## config.mk

```make
export PLATFORM = sky130hd
export DESIGN_NAME = rank_compactor
export DESIGN_NICKNAME = d
export VERILOG_FILES = /design/src/rtl/cq_pkg.sv /design/src/rtl/cq_prefix_rank.sv /design/src/rtl/cq_cube_stage.sv /design/src/rtl/rank_compactor.sv
export SDC_FILE = /design/constraint.sdc
export NUM_CORES = 1
export LEC_CHECK = 0
export BUFFER_PORTS_ARGS = -buffer_cell sky130_fd_sc_hd__buf_2
export CORE_MARGIN = 1.5
export CORE_UTILIZATION = 25
export DETAILED_ROUTE_END_ITERATION = 16
export SLEW_MARGIN = 15
export SYNTH_ARGS = -nofsm -noshare
export SYNTH_HDL_FRONTEND = slang
export SYNTH_SLANG_ARGS = --single-unit
```

## constraint.sdc

```tcl
create_clock -name clk -period 1.5 [get_ports clk]
set_input_delay 0.15 -clock clk [delete_from_list [all_inputs] [get_ports clk]]
set_output_delay 0.15 -clock clk [all_outputs]
set_load 0.02 [all_outputs]
```

## src/rtl/cq_pkg.sv

```systemverilog
package cq_pkg;

  // Index of the lane with bit 'stage' cleared that forms exchange pair j.
  function automatic int pair_lo(input int j, input int stage);
    int low_mask;
    low_mask = (1 << stage) - 1;
    return ((j >> stage) << (stage + 1)) | (j & low_mask);
  endfunction

endpackage

```

## src/rtl/cq_prefix_rank.sv

```systemverilog
module cq_prefix_rank #(
  parameter int LANES = 8,
  parameter int DW    = 8,
  parameter int LG    = $clog2(LANES),
  parameter int CW    = LG + 1
) (
  input  logic                  clk,
  input  logic                  rst,
  input  logic [LANES-1:0]      in_valid,
  input  logic [LANES*DW-1:0]   in_data,
  output logic [LANES-1:0]      rank_valid,
  output logic [LANES*DW-1:0]   rank_data,
  output logic [LANES*LG-1:0]   rank_idx,
  output logic [CW-1:0]         rank_count
);

  // Running-count pipeline: level 0 is the raw input, level l+1 is registered.
  logic [LANES-1:0]    vld [LG+1];
  logic [LANES*DW-1:0] dat [LG+1];
  logic [LANES*CW-1:0] cnt [LG+1];
  logic [LANES*CW-1:0] cnt_nxt [LG];

  assign vld[0] = in_valid;
  assign dat[0] = in_data;

  for (genvar i = 0; i < LANES; i++) begin : g_seed
    assign cnt[0][i*CW +: CW] = CW'(in_valid[i]);
  end

  for (genvar l = 0; l < LG; l++) begin : g_level
    localparam int STEP = 1 << l;
    for (genvar i = 0; i < LANES; i++) begin : g_cell
      if (i >= STEP) begin : g_add
        assign cnt_nxt[l][i*CW +: CW] = cnt[l][i*CW +: CW] + cnt[l][(i-STEP)*CW +: CW];
      end else begin : g_pass
        assign cnt_nxt[l][i*CW +: CW] = cnt[l][i*CW +: CW];
      end
    end

    always_ff @(posedge clk) begin
      dat[l+1] <= dat[l];
      if (rst) begin
        vld[l+1] <= '0;
        cnt[l+1] <= '0;
      end else begin
        vld[l+1] <= vld[l];
        cnt[l+1] <= cnt_nxt[l];
      end
    end
  end

  // Decrement stage: inclusive count -> zero-based index, cleared on empty lanes.
  logic [LANES*LG-1:0] idx_nxt;
  for (genvar i = 0; i < LANES; i++) begin : g_sub
    logic [CW-1:0] dec;
    assign dec = cnt[LG][i*CW +: CW] - CW'(1);
    assign idx_nxt[i*LG +: LG] = vld[LG][i] ? dec[LG-1:0] : '0;
  end

  always_ff @(posedge clk) begin
    rank_data <= dat[LG];
    if (rst) begin
      rank_valid <= '0;
      rank_idx   <= '0;
      rank_count <= '0;
    end else begin
      rank_valid <= vld[LG];
      rank_idx   <= idx_nxt;
      rank_count <= cnt[LG][(LANES-1)*CW +: CW];
    end
  end

endmodule

```

## src/rtl/cq_cube_stage.sv

```systemverilog
module cq_cube_stage #(
  parameter int LANES = 8,
  parameter int DW    = 8,
  parameter int LG    = $clog2(LANES),
  parameter int CW    = LG + 1,
  parameter int STAGE = 0
) (
  input  logic                clk,
  input  logic                rst,
  input  logic [LANES-1:0]    in_v,
  input  logic [LANES*DW-1:0] in_d,
  input  logic [LANES*LG-1:0] in_r,
  input  logic [CW-1:0]       in_cnt,
  output logic [LANES-1:0]    out_v,
  output logic [LANES*DW-1:0] out_d,
  output logic [LANES*LG-1:0] out_r,
  output logic [CW-1:0]       out_cnt
);

  logic [LANES-1:0]    nxt_v;
  logic [LANES*DW-1:0] nxt_d;
  logic [LANES*LG-1:0] nxt_r;

  for (genvar j = 0; j < LANES/2; j++) begin : g_sw
    localparam int LO = cq_pkg::pair_lo(j, STAGE);
    localparam int HI = LO + (1 << STAGE);
    logic a_up, a_dn, b_up, b_dn;
    assign a_up = in_v[LO] && !in_r[LO*LG + STAGE];
    assign a_dn = in_v[LO] &&  in_r[LO*LG + STAGE];
    assign b_up = in_v[HI] && !in_r[HI*LG + STAGE];
    assign b_dn = in_v[HI] &&  in_r[HI*LG + STAGE];

    assign nxt_v[LO] = a_up || b_up;
    assign nxt_v[HI] = a_dn || b_dn;
    assign nxt_d[LO*DW +: DW] = b_up ? in_d[HI*DW +: DW] : in_d[LO*DW +: DW];
    assign nxt_d[HI*DW +: DW] = a_dn ? in_d[LO*DW +: DW] : in_d[HI*DW +: DW];
    assign nxt_r[LO*LG +: LG] = b_up ? in_r[HI*LG +: LG] : in_r[LO*LG +: LG];
    assign nxt_r[HI*LG +: LG] = a_dn ? in_r[LO*LG +: LG] : in_r[HI*LG +: LG];
  end

  always_ff @(posedge clk) begin
    out_d <= nxt_d;
    out_r <= nxt_r;
    if (rst) begin
      out_v   <= '0;
      out_cnt <= '0;
    end else begin
      out_v   <= nxt_v;
      out_cnt <= in_cnt;
    end
  end

endmodule

```

## src/rtl/rank_compactor.sv

```systemverilog
module rank_compactor #(
  parameter int LANES = 8,
  parameter int DW    = 8
) (
  input  logic                      clk,
  input  logic                      rst,
  input  logic [LANES-1:0]          in_valid,
  input  logic [LANES*DW-1:0]       in_data,
  output logic [LANES-1:0]          out_valid,
  output logic [LANES*DW-1:0]       out_data,
  output logic [$clog2(LANES):0]    out_count
);

  localparam int LG = $clog2(LANES);
  localparam int CW = LG + 1;

  logic [LANES-1:0]    sv [LG+1];
  logic [LANES*DW-1:0] sd [LG+1];
  logic [LANES*LG-1:0] sr [LG+1];
  logic [CW-1:0]       sc [LG+1];

  cq_prefix_rank #(.LANES(LANES), .DW(DW), .LG(LG), .CW(CW)) u_rank (
    .clk        (clk),
    .rst        (rst),
    .in_valid   (in_valid),
    .in_data    (in_data),
    .rank_valid (sv[0]),
    .rank_data  (sd[0]),
    .rank_idx   (sr[0]),
    .rank_count (sc[0])
  );

  for (genvar m = 0; m < LG; m++) begin : g_cube
    cq_cube_stage #(.LANES(LANES), .DW(DW), .LG(LG), .CW(CW), .STAGE(m)) u_stage (
      .clk     (clk),
      .rst     (rst),
      .in_v    (sv[m]),
      .in_d    (sd[m]),
      .in_r    (sr[m]),
      .in_cnt  (sc[m]),
      .out_v   (sv[m+1]),
      .out_d   (sd[m+1]),
      .out_r   (sr[m+1]),
      .out_cnt (sc[m+1])
    );
  end

  assign out_valid = sv[LG];
  assign out_data  = sd[LG];
  assign out_count = sc[LG];

endmodule

```

==> impl_results.md <==
* Cell Int Power at between 20000 and 30000 µW
* Port bufs at 149
* Synth Area in XOR/XNOR at less than 1%
* Register-to-Register Path Depth at 4
* Setup_tns at 0 ns
* Yosys warns at 0
* Status: complete, no violations
* Die Y-Extent at ~270 µm
* CTS root buf: clkbuf_16
* Total GRT Usage at 9.80%
* Clock sinks at about 620
* Largest cells by area after synthesis: dfxtp_1, mux2_2, mux2_4
* Seq cells post-synth at a little over 600
* Largest family of logic cells by synthesized area: multiplexers
* Final Slew Violations at 0
* CTS tree: yes
* R2R Setup Slk at between 0.08 and 0.09 ns
* Min Tclk post-route at roughly 1.4 ns
* Clock transition at path regs at 0.06 ns
* Syn_area_per_cell at ~15 µm²
* Hold_ws at ~0.19 ns
* Hold Path Origin: in_data[41]
* Area Growth Syn to Fin at 27.3%
* CP startpoint kind: flip-flop
* Final #Nets at roughly 1500
* Final setup viols at 0
* Multiplexer area fraction after synthesis at 15.6%
* Seq/Total Area, Yosys at 71.8%
* Hold Crit Depth at 2
* Crit path DAT at between 1.5 and 2 ns
* GR Overflow Total at 0
* IO Count at 150
* Post-CTS Resized at 0
* Clk buf depth at 3
* CTS H-Tree Depth at 3
* Post-Synth Simple-Gate Area at about 6.0%
* Largest area contributor in the netlist: dfxtp_1
* Synth cell types at 22
* Adder-Cell Fraction of Synth Area at 2.95%
* First-pass GRT wire length at 52100 µm
* Placer Congestion at roughly 0.82
* Crit path kind: reg2reg
* Die area at roughly 71000 µm²
* Clock power share at 45.7%
* Share of the synthesized area in the top cell type at a little under three quarters
* Hold-critical path endpoint: u_rank.dat[169]$_DFF_P_
* Layout Skew at between 0.02 and 0.025 ns
* Wire per inst at ~14 µm
* Final hold viol count at 0
* Fmax at 0.706 GHz
* R2R Path Start: u_rank.cnt[40]$_SDFF_PP0_
* Largest net degree at the start of global routing at 37
* CTS Buf Count at 66
* Max-Cap Viols at 0
* Compound-gate portion of the synthesized area at 0.788%
* Combinational cell fraction of total power at 3.6%
* Post-route DRC at 0
* Core Area at between 60000 and 70000 µm²
* Number of global-route vias before repair at around 9300
* Worst Hold Class: in2reg
* Peak supply drop at between 0.7 and 0.8 mV
* RSZ-0062 raised after global routing: false
* Pwr/cell area at 1590 nW/µm²
* Largest fanout on the critical path at 2
* Post-route ant nets at 0
* Die Span X at approximately 270 µm
* Detailed Route Iter0 Violations at 310
* Share of layout cells above drive strength 1 at 34.1%
* Row Count at 96
* Dpl hpwl at 24500 µm
* Vias at between 8000 and 9000
* Mapped Area at roughly 17000 µm²
* Initial Utilization at 25.2%
* Syn nets at between 1000 and 1500
* Final wirelength at 34300 µm
* Post-synthesis instance total at approximately 1100
* Crit path capture type: flip-flop
* Net Sw Frac at a little over a fifth
* Drt via density at around 3.6
* Drt first pass iters at 4
* Leakage at 0.00939 µW
* Clk_lat worst skew at around 0.60 ns
* FF-to-FF End: u_rank.cnt[26]$_SDFF_PP0_
* CP required at between 1.5 and 2 ns
* Initial antenna violation count at 3
* Net Switching at 7430 µW
* Period utilization at between 90 and 100%
* Flop pwr share at 50.7%
## state kept, by name, indices dropped and copies added (netlist names)
signal                  count
u_rank.vld                 24
u_rank.rank_valid           8
g_cube.u_stage.out_d      192
u_rank.rank_count           4
u_rank.rank_idx            22
u_rank.cnt                 55
g_cube.u_stage.out_cnt     12
u_rank.dat                192
g_cube.u_stage.out_r       24
g_cube.u_stage.out_v       24
u_rank.rank_data           64
## layer usage
layer	up-vias	wire [µm]	GRT usage, %
met1	4031	15400	11.8
li1	4284	-	-
met4	0	1190	4.32
met3	74	2200	3.37
met2	203	15600	15.8
met5	-	0	0
## cells in the mapped netlist
library cell / n
a21oi_1: 24
and2_1: 1
buf_2: 14
buf_6: 16
conb_1: 1
dfxtp_1: 621
fa_1: 8
ha_1: 28
inv_1: 35
mux2_2: 135
mux2_4: 79
nand2_1: 15
nand2_2: 9
nand2b_1: 21
nand2b_4: 11
nor2_1: 37
nor2b_1: 80
o21ba_2: 1
o22ai_1: 1
xnor2_1: 8
xnor3_1: 1
xor2_1: 1
## worst max-delay path by stage
stage	from	endpoint	slack, ns	cells past startpoint
5_1_grt	u_rank.cnt[40]$_SDFF_PP0_	u_rank.cnt[26]$_SDFF_PP0_	0.04	4
3_3_place_gp	u_rank.cnt[40]$_SDFF_PP0_	u_rank.cnt[26]$_SDFF_PP0_	0.08	4
6_report	u_rank.cnt[40]$_SDFF_PP0_	u_rank.cnt[26]$_SDFF_PP0_	0.08	4
4_1_cts	u_rank.cnt[40]$_SDFF_PP0_	u_rank.cnt[26]$_SDFF_PP0_	0.08	4
3_5_place_dp	u_rank.cnt[40]$_SDFF_PP0_	u_rank.cnt[26]$_SDFF_PP0_	0.10	4
2_1_floorplan	u_rank.cnt[40]$_SDFF_PP0_	u_rank.cnt[26]$_SDFF_PP0_	0.17	4
## critical path, stage by stage (launching register included)
cell and delay (ns):
dfxtp_1 0.31, ha_1 0.21, fa_1 0.37, xnor3_1 0.39, nor2_1 0.04
## cells in the final DEF (no fill, tap or decap), types with 14 or more instances in the layout
cell type      instances
ha_1                  28
nor2_1                37
mux2_4                79
dlygate4sd3_1         73
a21oi_1               24
dfxtp_1              621
nand2b_1              21
clkbuf_16             67
inv_1                 35
mux2_2               135
nor2b_1               80
buf_4                 14
buf_2                148
nand2_1               15
## kinds of logic after synthesis
kind of cell	count (synthesis)
buffers and inverters	65
adder cells (fa/ha/maj)	36
AND/OR/NAND/NOR	174
XOR/XNOR	10
other	1
AO/OA/AOI/OAI	26
multiplexers	214
flip-flops	621
## area by class of cell
type	count	area (µm²)
antenna	3	7.51
clock inverter	22	295
fill	6714	46600
sequential	621	12400
tap	931	1160
timing repair buffer	237	1620
clock buffer	91	1890
inverter	35	131
multi-input combinational	461	4500
## power by group through the flow
stage	clock network (µW)	registers (µW)	logic, µW
after global routing	17200	17800	1400
after floorplan	0	18000	628
final	16000	17700	1270
after global placement	0	18100	1130
after CTS	16500	17700	1300
after detailed placement	0	18100	1140
## repair_timing
item | in CTS | in global routing
hold endpoints to repair | 93 | 0
setup buffers | 0 | 0
hold buffers | 73 | 0
## metrics by stage
stage	cell area, µm²	setup WS [ns]	power [µW]	utilization (%)	instances
global route	22000	0.0394	36400	32.1	2401
floorplan	17300	0.166	18700	-	1147
global placement	19100	0.0843	19200	27.9	2212
detailed placement	19100	0.102	19200	27.9	2212
CTS	22000	0.0779	35600	32.1	2398
finish	22000	0.0833	35000	32.1	2401
Power figures use the tool's default switching activity.
